`src/rtl/dbmb_pkg.sv`:
```
// Package: shared offsets, field positions and decode types for the
// doorbell/mailbox register window. Assumes a 32-bit word-aligned bus.
package dbmb_pkg;
    localparam int WIN_AW    = 11;          // byte address width of window
    localparam int BUS_W     = 32;          // host data width
    localparam int NUM_CH    = 2;           // status channels: 0 hw, 1 mem
    localparam int CMD_LSB   = 24;          // command byte starts here
    localparam int CMD_BITS  = 5;           // command bits 24..28 used
    localparam int ERR_BIT   = 29;          // error-pending position
    localparam int BYTE_W    = 8;
    localparam int CMD_ID_W  = 16;
    localparam int CMD_ST_W  = 16;
    localparam int MBA_WORDS = 2;           // 64-bit mailbox address
    localparam int MBA_W     = MBA_WORDS * BUS_W;

    // command-byte bit indices (relative to CMD_LSB)
    localparam int CB_HW_NEW  = 0;
    localparam int CB_ACK     = 1;
    localparam int CB_GEN     = 2;
    localparam int CB_RESET   = 3;
    localparam int CB_MEM_NEW = 4;

    // register offsets
    localparam logic [WIN_AW-1:0] OFS_ISR     = 11'h208;
    localparam logic [WIN_AW-1:0] OFS_IDB_SET = 11'h214;
    localparam logic [WIN_AW-1:0] OFS_IDB_CLR = 11'h218;
    localparam logic [WIN_AW-1:0] OFS_ODB_SET = 11'h224;
    localparam logic [WIN_AW-1:0] OFS_ODB_CLR = 11'h228;
    localparam logic [WIN_AW-1:0] OFS_MSK_SET = 11'h22C;
    localparam logic [WIN_AW-1:0] OFS_MSK_CLR = 11'h230;
    localparam logic [WIN_AW-1:0] OFS_MBA_LO  = 11'h510;
    localparam logic [WIN_AW-1:0] OFS_STAT    = 11'h518;

    typedef enum logic [2:0] {
        SEL_NONE, SEL_ISR, SEL_IDB, SEL_ODB, SEL_MSK,
        SEL_MBA, SEL_STAT
    } rsel_e;

    typedef struct packed {
        logic idb_set;
        logic idb_clr;
        logic odb_clr;
        logic msk_set;
        logic msk_clr;
        logic [MBA_WORDS-1:0] mba;
    } wsel_t;
endpackage

```
`src/rtl/dbmb_decode.sv`:
```
// Module: address decoder. Turns a byte offset into a read selector and,
// when a write is present, one-hot write enables. Assumes word-aligned
// offsets; anything else is unmapped.
module dbmb_decode
    import dbmb_pkg::*;
(
    input  logic [WIN_AW-1:0] addr,
    input  logic              wr,
    output wsel_t             wsel,
    output rsel_e             rsel,
    output logic              mba_word   // which mailbox address word
);
    localparam int WORD_SH = $clog2(BUS_W / BYTE_W);

    logic [WIN_AW-1:0] mba_base;
    logic              in_mba;

    // purpose: detect the mailbox address words by range
    always_comb begin
        mba_base = addr - OFS_MBA_LO;
        in_mba   = (addr >= OFS_MBA_LO) &&
                   (mba_base < WIN_AW'(MBA_WORDS << WORD_SH)) &&
                   (addr[WORD_SH-1:0] == '0);
        mba_word = mba_base[WORD_SH];
    end

    // purpose: read selector and write enables from the offset
    always_comb begin
        rsel = SEL_NONE;
        wsel = '0;
        if (in_mba) begin
            rsel = SEL_MBA;
            wsel.mba[mba_word] = wr;
        end else begin
            unique case (addr)
                OFS_ISR:     rsel = SEL_ISR;
                OFS_IDB_SET: begin rsel = SEL_IDB; wsel.idb_set = wr; end
                OFS_IDB_CLR: begin rsel = SEL_IDB; wsel.idb_clr = wr; end
                OFS_ODB_SET: rsel = SEL_ODB;
                OFS_ODB_CLR: begin rsel = SEL_ODB; wsel.odb_clr = wr; end
                OFS_MSK_SET: begin rsel = SEL_MSK; wsel.msk_set = wr; end
                OFS_MSK_CLR: begin rsel = SEL_MSK; wsel.msk_clr = wr; end
                OFS_STAT:    rsel = SEL_STAT;
                default:     rsel = SEL_NONE;
            endcase
        end
    end
endmodule

```
`src/rtl/dbmb_doorbell.sv`:
```
// Module: doorbell, mask and error state plus the firmware strobes.
// Assumes at most one write enable is active per cycle. Controller reset
// overrides every other event in its cycle.
module dbmb_doorbell
    import dbmb_pkg::*;
(
    input  logic                clk,
    input  logic                rst_n,
    input  wsel_t               wsel,
    input  logic [CMD_BITS-1:0] cmd,
    input  logic                fw_hw_post,
    input  logic                fw_mem_post,
    input  logic                fw_init_done,
    input  logic                fw_err_raise,
    input  logic [BYTE_W-1:0]   fw_err_code,
    input  logic [BYTE_W-1:0]   fw_err_p0,
    input  logic [BYTE_W-1:0]   fw_err_p1,
    output logic                ctl_rst,
    output logic                hmb_full,
    output logic                init_busy,
    output logic [NUM_CH-1:0]   avail,
    output logic [NUM_CH-1:0]   mask,
    output logic                err_pend,
    output logic [BYTE_W-1:0]   err_code,
    output logic [BYTE_W-1:0]   err_p0,
    output logic [BYTE_W-1:0]   err_p1,
    output logic                st_hmb,
    output logic                st_mmb,
    output logic                st_gen,
    output logic                st_ack,
    output logic                st_rst
);
    logic              new_cmd_ok;
    logic              err_clr;
    logic [NUM_CH-1:0] post;

    // purpose: decode command pulses from the host write
    always_comb begin
        ctl_rst    = wsel.idb_set & cmd[CB_RESET];
        new_cmd_ok = wsel.idb_set & cmd[CB_HW_NEW] & ~hmb_full & ~ctl_rst;
        err_clr    = wsel.odb_clr & cmd[CB_HW_NEW] & cmd[CB_ACK];
        post       = {fw_mem_post, fw_hw_post};
    end

    // purpose: hardware mailbox full flag
    always_ff @(posedge clk) begin
        if (!rst_n || ctl_rst)   hmb_full <= 1'b0;
        else if (new_cmd_ok)     hmb_full <= 1'b1;
        else if (fw_hw_post)     hmb_full <= 1'b0;
    end

    // purpose: initialisation-busy flag, released by firmware
    always_ff @(posedge clk) begin
        if (!rst_n || ctl_rst)   init_busy <= 1'b1;
        else if (fw_init_done)   init_busy <= 1'b0;
    end

    // purpose: one status-available bit and one mask bit per channel
    for (genvar ch = 0; ch < NUM_CH; ch++) begin : g_chan
        always_ff @(posedge clk) begin
            if (!rst_n || ctl_rst)                 avail[ch] <= 1'b0;
            else if (post[ch])                     avail[ch] <= 1'b1;
            else if (wsel.odb_clr && cmd[ch])      avail[ch] <= 1'b0;
        end

        always_ff @(posedge clk) begin
            if (!rst_n || ctl_rst)                 mask[ch] <= 1'b1;
            else if (wsel.msk_set && cmd[ch])      mask[ch] <= 1'b1;
            else if (wsel.msk_clr && cmd[ch])      mask[ch] <= 1'b0;
        end
    end

    // purpose: error record captured from firmware
    always_ff @(posedge clk) begin
        if (!rst_n || ctl_rst) begin
            err_pend <= 1'b0;
            err_code <= '0;
            err_p0   <= '0;
            err_p1   <= '0;
        end else if (fw_err_raise) begin
            err_pend <= 1'b1;
            err_code <= fw_err_code;
            err_p0   <= fw_err_p0;
            err_p1   <= fw_err_p1;
        end else if (err_clr) begin
            err_pend <= 1'b0;
        end
    end

    // purpose: registered one-cycle strobes to the firmware side
    always_ff @(posedge clk) begin
        if (!rst_n) begin
            st_hmb <= 1'b0;
            st_mmb <= 1'b0;
            st_gen <= 1'b0;
            st_ack <= 1'b0;
            st_rst <= 1'b0;
        end else begin
            st_hmb <= new_cmd_ok;
            st_mmb <= wsel.idb_set & cmd[CB_MEM_NEW] & ~ctl_rst;
            st_gen <= wsel.idb_set & cmd[CB_GEN] & ~ctl_rst;
            st_ack <= wsel.idb_clr & cmd[CB_ACK];
            st_rst <= ctl_rst;
        end
    end

    // a new-command strobe implies the mailbox is now full
    assert_full_strobe_R2: assert property (@(posedge clk) disable iff (!rst_n)
        st_hmb |-> hmb_full);

    // a post outside a reset leaves hardware status available
    assert_post_avail_R3: assert property (@(posedge clk) disable iff (!rst_n)
        (fw_hw_post && !ctl_rst) |=> avail[0]);

    // a mask-set write leaves the addressed mask bits set
    assert_mask_set_R5: assert property (@(posedge clk) disable iff (!rst_n)
        (wsel.msk_set && cmd[0]) |=> mask[0]);

    // the reset strobe never comes with other host command strobes
    assert_rst_alone_R7: assert property (@(posedge clk) disable iff (!rst_n)
        st_rst |-> !(st_hmb || st_mmb || st_gen));

    // a raised error is pending on the next cycle
    assert_err_raise_R9: assert property (@(posedge clk) disable iff (!rst_n)
        (fw_err_raise && !ctl_rst) |=> err_pend);

    // initialisation-busy holds until released
    assert_init_hold_R10: assert property (@(posedge clk) disable iff (!rst_n)
        (init_busy && !fw_init_done) |=> init_busy);
endmodule

```
`src/rtl/dbmb_mailbox.sv`:
```
// Module: 64-bit command mailbox address and the posted identifier/status
// word. Assumes a controller reset clears both.
module dbmb_mailbox
    import dbmb_pkg::*;
(
    input  logic                         clk,
    input  logic                         rst_n,
    input  logic                         ctl_rst,
    input  logic [MBA_WORDS-1:0]         mba_we,
    input  logic [BUS_W-1:0]             wdata,
    input  logic                         fw_hw_post,
    input  logic [CMD_ID_W-1:0]          fw_cmd_id,
    input  logic [CMD_ST_W-1:0]          fw_cmd_stat,
    output logic [MBA_W-1:0]             mba,
    output logic [CMD_ST_W+CMD_ID_W-1:0] stat_word
);
    // purpose: one register per mailbox address word
    for (genvar w = 0; w < MBA_WORDS; w++) begin : g_word
        always_ff @(posedge clk) begin
            if (!rst_n || ctl_rst)  mba[w*BUS_W +: BUS_W] <= '0;
            else if (mba_we[w])     mba[w*BUS_W +: BUS_W] <= wdata;
        end
    end

    // purpose: posted command identifier and status
    always_ff @(posedge clk) begin
        if (!rst_n || ctl_rst)  stat_word <= '0;
        else if (fw_hw_post)    stat_word <= {fw_cmd_stat, fw_cmd_id};
    end

    // a post outside a reset loads the status word
    assert_status_load_R3: assert property (@(posedge clk) disable iff (!rst_n)
        (fw_hw_post && !ctl_rst) |=> stat_word == $past({fw_cmd_stat, fw_cmd_id}));

    // a low-word write lands in the address register
    assert_mba_write_R8: assert property (@(posedge clk) disable iff (!rst_n)
        mba_we[0] |=> mba[BUS_W-1:0] == $past(wdata));
endmodule

```
`src/rtl/dbmb_regs.sv`:
```
// Module: top of the doorbell/mailbox register window. Decodes host
// accesses, holds the state in two sub-blocks and muxes read data in the
// same cycle as bus_rd. Reads have no side effects.
module dbmb_regs
    import dbmb_pkg::*;
(
    input  logic              clk,
    input  logic              rst_n,
    input  logic              bus_wr,
    input  logic              bus_rd,
    input  logic [10:0]       bus_addr,
    input  logic [31:0]       bus_wdata,
    output logic [31:0]       bus_rdata,
    output logic              irq,
    output logic              fw_hmb_cmd,
    output logic              fw_mmb_cmd,
    output logic              fw_gen_irq,
    output logic              fw_status_ack,
    output logic              fw_ctl_reset,
    output logic [63:0]       fw_mbox_addr,
    input  logic              fw_hw_post,
    input  logic [15:0]       fw_cmd_id,
    input  logic [15:0]       fw_cmd_stat,
    input  logic              fw_mem_post,
    input  logic              fw_init_done,
    input  logic              fw_err_raise,
    input  logic [7:0]        fw_err_code,
    input  logic [7:0]        fw_err_p0,
    input  logic [7:0]        fw_err_p1
);
    wsel_t                         wsel;
    rsel_e                         rsel;
    logic                          mba_word;
    logic                          ctl_rst;
    logic                          hmb_full;
    logic                          init_busy;
    logic [NUM_CH-1:0]             avail;
    logic [NUM_CH-1:0]             mask;
    logic [NUM_CH-1:0]             pend;
    logic                          err_pend;
    logic [BYTE_W-1:0]             err_code;
    logic [BYTE_W-1:0]             err_p0;
    logic [BYTE_W-1:0]             err_p1;
    logic [MBA_W-1:0]              mba;
    logic [CMD_ST_W+CMD_ID_W-1:0]  stat_word;
    logic [BUS_W-1:0]              rd_word;

    dbmb_decode u_decode (
        .addr     (bus_addr),
        .wr       (bus_wr),
        .wsel     (wsel),
        .rsel     (rsel),
        .mba_word (mba_word)
    );

    dbmb_doorbell u_doorbell (
        .clk          (clk),
        .rst_n        (rst_n),
        .wsel         (wsel),
        .cmd          (bus_wdata[CMD_LSB +: CMD_BITS]),
        .fw_hw_post   (fw_hw_post),
        .fw_mem_post  (fw_mem_post),
        .fw_init_done (fw_init_done),
        .fw_err_raise (fw_err_raise),
        .fw_err_code  (fw_err_code),
        .fw_err_p0    (fw_err_p0),
        .fw_err_p1    (fw_err_p1),
        .ctl_rst      (ctl_rst),
        .hmb_full     (hmb_full),
        .init_busy    (init_busy),
        .avail        (avail),
        .mask         (mask),
        .err_pend     (err_pend),
        .err_code     (err_code),
        .err_p0       (err_p0),
        .err_p1       (err_p1),
        .st_hmb       (fw_hmb_cmd),
        .st_mmb       (fw_mmb_cmd),
        .st_gen       (fw_gen_irq),
        .st_ack       (fw_status_ack),
        .st_rst       (fw_ctl_reset)
    );

    dbmb_mailbox u_mailbox (
        .clk         (clk),
        .rst_n       (rst_n),
        .ctl_rst     (ctl_rst),
        .mba_we      (wsel.mba),
        .wdata       (bus_wdata),
        .fw_hw_post  (fw_hw_post),
        .fw_cmd_id   (fw_cmd_id),
        .fw_cmd_stat (fw_cmd_stat),
        .mba         (mba),
        .stat_word   (stat_word)
    );

    // purpose: unmasked pending bits and the interrupt line
    always_comb begin
        pend = avail & ~mask;
        irq  = |pend;
    end

    // purpose: read data multiplexer, zero for unmapped offsets
    always_comb begin
        rd_word = '0;
        unique case (rsel)
            SEL_ISR:  rd_word[CMD_LSB +: NUM_CH] = pend;
            SEL_IDB: begin
                rd_word[CMD_LSB + CB_HW_NEW] = hmb_full;
                rd_word[CMD_LSB + CB_ACK]    = init_busy;
            end
            SEL_ODB: begin
                rd_word[CMD_LSB +: NUM_CH] = avail;
                rd_word[ERR_BIT]           = err_pend;
                if (err_pend) rd_word[BYTE_W-1:0] = err_code;
            end
            SEL_MSK:  rd_word[CMD_LSB +: NUM_CH] = mask;
            SEL_MBA: begin
                rd_word = mba[mba_word*BUS_W +: BUS_W];
                if (err_pend && !mba_word)
                    rd_word[2*BYTE_W-1:0] = {err_p1, err_p0};
            end
            SEL_STAT: rd_word = stat_word;
            default:  rd_word = '0;
        endcase
    end

    // purpose: gate read data with the read strobe
    always_comb begin
        bus_rdata    = bus_rd ? rd_word : '0;
        fw_mbox_addr = mba;
    end

    // unmapped reads return zero
    assert_unmapped_zero_R11: assert property (@(posedge clk) disable iff (!rst_n)
        (bus_rd && rsel == SEL_NONE) |-> bus_rdata == '0);

    // a status read is nonzero exactly when the interrupt is up
    assert_isr_irq_R6: assert property (@(posedge clk) disable iff (!rst_n)
        (bus_rd && rsel == SEL_ISR) |-> ((bus_rdata != '0) == irq));
endmodule

```
`config.mk`:
```
export PLATFORM = sky130hd
export DESIGN_NAME = dbmb_regs
export DESIGN_NICKNAME = d
export VERILOG_FILES = /design/src/rtl/dbmb_pkg.sv /design/src/rtl/dbmb_decode.sv /design/src/rtl/dbmb_doorbell.sv /design/src/rtl/dbmb_mailbox.sv /design/src/rtl/dbmb_regs.sv
export SDC_FILE = /design/constraint.sdc
export NUM_CORES = 1
export LEC_CHECK = 0
export CAP_MARGIN = 20
export CELL_PAD_IN_SITES_DETAIL_PLACEMENT = 0
export CELL_PAD_IN_SITES_GLOBAL_PLACEMENT = 2
export CORE_MARGIN = 3
export CORE_UTILIZATION = 26
export DETAILED_ROUTE_END_ITERATION = 6
export PLACE_DENSITY_LB_ADDON = 0.1
export RECOVER_POWER = 100
export SLEW_MARGIN = 25
export SYNTH_ARGS = -nofsm -noshare
export SYNTH_HDL_FRONTEND = slang
export SYNTH_SLANG_ARGS = --single-unit
```
`constraint.sdc`:
```
create_clock -name clk -period 3.1 [get_ports clk]
set_clock_uncertainty 0.2 [all_clocks]
set_input_delay 0.62 -clock clk [delete_from_list [all_inputs] [get_ports clk]]
set_output_delay 0.62 -clock clk [all_outputs]
set_load 0.03 [all_outputs]
```
==> impl_metrics.json, run 1 <==
{
  "clock_path_buffers": 2,
  "syn_area_per_cell_sq_um": 8.46,
  "vias_per_cell": 4.62,
  "antenna_found_initial": 2,
  "fin_ws_ps": 40.6,
  "pwr-share-comb": 0.099,
  "timing.fmax_mhz": 327,
  "htree_num_levels": 4,
  "avgRoutedWirePerCell_um": 18.6,
  "clk_pin_slew_ps": 60,
  "power-per-cell-area_mw_per_mm2": 440,
  "hold_viol": 0,
  "port_buffers": 208,
  "drv_cap": 0,
  "synth_nets": 831,
  "cts.sinks": 132,
  "critPathKind": "input port to output port",
  "setup_viol": 0,
  "grt_pass1_wl_um": 37100,
  "status": "finished, final reports clean",
  "tritoncts": "yes",
  "critPathArrivalTime_ps": 2240,
  "setup_total_negative_slack_ps": 0,
  "insertion_delay_ps": 410,
  "leakagePower_nw": 3.91,
  "whs_ps": 267,
  "gp_congestion": 0.771,
  "post-route-min-period_ps": 3060,
  "min_from": "u_mailbox.mba[31]",
  "drive_gt1_frac": 0.175,
  "critPathMaxFanout": 3,
  "yosysSeqAreaShare": 0.434,
  "swShare": 0.246,
  "first_pass_iters": 5,
  "grt_max_degree": 28,
  "yosysMostFrequentCell": "nand2_1",
  "async_flop_share": 0,
  "rsz0062_at_grt": "true",
  "dp_hpwl_um": 17400,
  "fin_nets": 1071,
  "synth_edf_count": 0,
  "cts_hold_buf": 0,
  "synth_top_cell_area_share": 0.434,
  "critPathLaunch": "bus_addr[8]",
  "postSynthCellCount": 719,
  "cts_buffers": 17,
  "r2r_start": "u_doorbell.err_pend",
  "drt-total-wl_um": 23900,
  "syn_area_sq_mm": 0.00608,
  "fin_crit_sh": 0.987,
  "end_kind": "output port",
  "ir_drop_mv": 0.309,
  "synth_common_cells": "163 x nand2_1, 132 x dfxtp_1, 85 x mux2i_1, 72 x a21oi_1, 72 x nor2_1",
  "vias": 5944,
  "post-place-ws_ps": -673,
  "min_path_type": "register to register",
  "synthTopCellsByArea": "dfxtp_1 43%, mux2i_1 14%, nand2_1 10%",
  "worst_pin_slew_ps": 847,
  "drtIter0Drc": 232,
  "synth_top_flop_cell": "dfxtp_1",
  "initial_core_util": 0.266,
  "yosysWarnings": 0,
  "slew_headroom": 0.435,
  "syn2layout_area_growth_pct": 56.9,
  "grt_overflow": 0,
  "p_total_mw": 4.20,
  "maxSlewViolCount": 0,
  "grtUsageTotal": 0.188,
  "synth_cell_type_count": 44,
  "internal-power_mw": 3.17,
  "fp.dieW_um": 159,
  "rows": 55,
  "synth_seq_cells": 132,
  "p_seq_frac": 0.422,
  "ioPinCount": 209,
  "antenna_left": 0,
  "synth_top_area_cell": "dfxtp_1",
  "worst_ep_required_time_ps": 2280,
  "start_kind": "input port",
  "drc": 0,
  "core-area_sq_mm": 0.0228,
  "grt_pass1_vias": 6337,
  "cts-root-buf": "clkbuf_16",
  "p_sw_mw": 1.03,
  "die_area_sq_mm": 0.0253,
  "p_clk_frac": 0.479,
  "die_h_um": 159
}
placed cells by master (no fill, tap or decap), drive strengths merged, types with 4 or more instances in the layout:
cell / instances
mux2i: 85
o211ai: 4
a21oi: 72
nor2: 72
nand3: 7
mux2: 4
nand2: 163
buf: 95
clkinv: 8
and2: 12
a222oi: 10
clkbuf: 32
nand4: 5
inv: 10
clkdlybuf4s50: 94
a22oi: 8
dfxtp: 132
ha: 5
o21ai: 31
dlygate4sd3: 69
nor2b: 16
what timing repair did:
item	in CTS	in global routing
endpoints found under the setup margin	32	27
pin swaps	13	15
buffers inserted	7	2
gates resized for setup	53	29
gates cloned	2	0
cells by family (layout without fill, tap and decap cells):
kind of cell               after synthesis  after routing  synth area share
AOI/OAI and AO/OA                      131            131             0.124
xor gates and xnor gates                 2              2           0.00288
adders and majority gates                5              5            0.0103
buffers and inverters                   62            315            0.0568
DFF                                    132            132             0.434
muxes                                   89             89             0.147
other                                    0              1                 0
and+or+nand+nor                        298            298             0.224
power by group through the flow:
| stage | logic (mW) | clock network (mW) | registers (mW) |
|---|---|---|---|
| finish | 0.415 | 2.01 | 1.77 |
| global route | 0.451 | 2.15 | 1.77 |
| CTS | 0.426 | 2.08 | 1.77 |
| detailed placement | 0.417 | 0 | 1.81 |
| global placement | 0.412 | 0 | 1.81 |
| floorplan | 0.181 | 0 | 1.80 |
through the flow:
| stage | cells | cell area, sq um | util |
|---|---|---|---|
| after floorplan | 719 | 6080 | - |
| after global placement | 1245 | 8800 | 0.385 |
| after detailed placement | 1245 | 8800 | 0.385 |
| after CTS | 1285 | 9580 | 0.419 |
| after global routing | 1286 | 9540 | 0.418 |
| final | 1286 | 9540 | 0.418 |
sequential cells by signal (all words and copies together) (netlist names):
signal and cells:
u_doorbell.st_hmb 1, u_doorbell.err_pend 1, u_doorbell.err_p0 8, u_doorbell.st_gen 1, u_doorbell.avail 2, u_doorbell.err_code 8, u_mailbox.mba 64, u_doorbell.st_rst 1
u_doorbell.mask 2, u_doorbell.st_ack 1, u_doorbell.init_busy 1, u_doorbell.err_p1 8, u_doorbell.st_mmb 1, u_doorbell.hmb_full 1, u_mailbox.stat_word 32
final timing paths:
kind                          to  slack [ps]  cells after the start
max reg2reg  u_doorbell.err_pend        2060                      3
min            u_mailbox.mba[31]         270                      2
max                bus_rdata[24]          40                      9
min reg2reg    u_mailbox.mba[31]         270                      2
final cells by class:
cell class	instances	area [sq um]
Antenna cell	1	2.50
Clock buffer	18	429
Clock inverter	14	155
Fill cell	2302	13300
Inverter	7	28.8
Multi-Input combinational cell	525	3230
Sequential cell	132	2640
Tap cell	313	392
Timing Repair Buffer	276	2660
metal layers:
layer / vias up / track usage / share of wire
met5: - / 0 / 0.00038
met4: 2 / 0.0509 / 0.016
met3: 21 / 0.0499 / 0.054
met2: 172 / 0.309 / 0.47
met1: 2807 / 0.246 / 0.46
li1: 2942 / - / -
worst max-delay path, cell delays in order:
cell and delay [ps]:
clkdlybuf4s15_1 200, nor4b_2 350, buf_4 180, nand2_2 70
buf_4 140, o211ai_1 240, buf_4 160, o221ai_2 110
buf_6 170
Power figures use the tool's default switching activity.
==> run 2: changes to the inputs <==
CTS_CLUSTER_DIAMETER = 60   (was default)
clock period = 3.2 ns   (was 3.1 ns; I/O delays follow)
==> run 2 against run 1 <==
Setup slack improved by 36 ps; combinational power decreased by 6.0%; sequential share of layout area increased by 0.54 points; critical endpoint is now bus_rdata[25].
==> impl_metrics.json, run 2 (synthesis results as in run 1) <==
{
  "status": "finished, final reports clean",
  "syn2layout_area_growth_pct": 53.9,
  "hold_viol": 0,
  "vias_per_cell": 4.64,
  "final_common_cell": "nand2_1",
  "worst_pin_slew_ps": 869,
  "start_kind": "input port",
  "n_fill_cell": 2328,
  "multi_input_area_sq_mm": 0.00320,
  "core-area_sq_mm": 0.0228,
  "grt_max_degree": 26,
  "drive_gt1_frac": 0.168,
  "largest_register_ff_count": 64,
  "port_buffers": 208,
  "dp.cells": 1246,
  "initial_core_util": 0.266,
  "min_path_type": "register to register",
  "antenna_found_initial": 2,
  "grt_pass1_wl_um": 36600,
  "tritoncts": "yes",
  "post-place-ws_ps": -584,
  "setup_viol": 0,
  "reg_top3": "u_mailbox.mba (64), u_mailbox.stat_word (32)",
  "power-per-cell-area_mw_per_mm2": 431,
  "grtUsageTotal": 0.184,
  "drc": 0,
  "drt-total-wl_um": 23700,
  "fin_crit_sh": 0.976,
  "cts_hold_buf": 0,
  "leakagePower_nw": 3.85,
  "clk_pin_slew_ps": 60,
  "worst_ep_required_time_ps": 2360,
  "final_cell_mix": "162 x nand2_1, 132 x dfxtp_1, 93 x clkdlybuf4s50_1",
  "seq_area_sq_mm": 0.00264,
  "vias": 5952,
  "critPathArrivalTime_ps": 2280,
  "fin_ws_ps": 76.7,
  "post-route-min-period_ps": 3120,
  "drv_cap": 0,
  "first_pass_iters": 5,
  "htree_num_levels": 4,
  "gp_congestion": 0.786,
  "critPathKind": "input port to output port",
  "top_register": "u_mailbox.mba",
  "maxSlewViolCount": 0,
  "ioPinCount": 209,
  "slew_headroom": 0.421,
  "cts_buffers": 17,
  "timing.fmax_mhz": 320,
  "insertion_delay_ps": 410,
  "grt_overflow": 0,
  "clock_path_buffers": 2,
  "cts-root-buf": "clkbuf_16",
  "cts.sinks": 132,
  "avgRoutedWirePerCell_um": 18.5,
  "rows": 55,
  "antenna_left": 0,
  "drtIter0Drc": 286,
  "ir_drop_mv": 0.306,
  "critPathMaxFanout": 3,
  "fp.dieW_um": 159,
  "dp_hpwl_um": 17500,
  "die_area_sq_mm": 0.0253,
  "end_kind": "output port",
  "fin_nets": 1067,
  "final_cells": 1282,
  "die_h_um": 159,
  "grt_pass1_vias": 6251
}
==> run 2: timing repair <==
item,CTS,global route
endpoints found under the setup margin,32,30
pin swaps,14,9
setup buffers,3,1
gates resized for setup,33,21
==> run 2: metrics by stage <==
| stage | power, mW | setup TNS (ps) | utilization | cell area [sq um] | hold WS (ps) |
|---|---|---|---|---|---|
| after floorplan | 1.92 | 0 | - | 6080 | 240 |
| after global placement | 2.15 | -23290 | 0.385 | 8790 | 258 |
| after detailed placement | 2.16 | -24610 | 0.385 | 8790 | 263 |
| after CTS | 4.11 | 0 | 0.414 | 9450 | 273 |
| after global routing | 4.20 | -9.17 | 0.410 | 9360 | 291 |
| final | 4.03 | 0 | 0.410 | 9360 | 269 |
==> run 2: worst max-delay path, stage by stage <==
cell and delay [ps]:
dlygate4sd2_1 270, nor4b_4 310, buf_4 160, nand2_2 70
o211ai_1 220, mux2_2 370, o21ai_2 90, buf_6 160
==> run 2: area by class of cell <==
cell class,instances,area share
diodes,2,0.000535
clock buffers,17,0.0454
clock inverters,14,0.0166
inverters,7,0.00281
multi-input cells,525,0.342
flip-flops and latches,132,0.282
well taps,313,0.0418
repair buffers,272,0.268
==> run 2: path summary, 6_finish.rpt <==
path                       startpoint             endpoint  slack, ps  depth (start not counted)
hold reg to reg     u_mailbox.mba[53]    u_mailbox.mba[53]        270                          2
hold / removal      u_mailbox.mba[53]    u_mailbox.mba[53]        270                          2
setup reg to reg  u_doorbell.err_pend  u_doorbell.err_pend       2170                          3
setup / recovery         bus_addr[10]        bus_rdata[25]         80                          8
==> run 2: power by group <==
| group | switching [mW] | internal, mW |
|---|---|---|
| Combinational | 0.179 | 0.211 |
| Sequential | 0.0254 | 1.69 |
| Clock | 0.776 | 1.15 |
==> run 2: routing by layer <==
metal  wire (um)  GRT usage  vias to the layer above
li1            -          -                     2925
met4         469     0.0569                        0
met3        1530     0.0536                       26
met5           0          0                        -
met1       10400      0.235                     2835
met2       11200      0.303                      166
==> run 3: changes to the inputs <==
SLEW_MARGIN = default   (was 25)
==> results of run 3 <==
Final layout, timing and power as in run 2 (identical DEF).
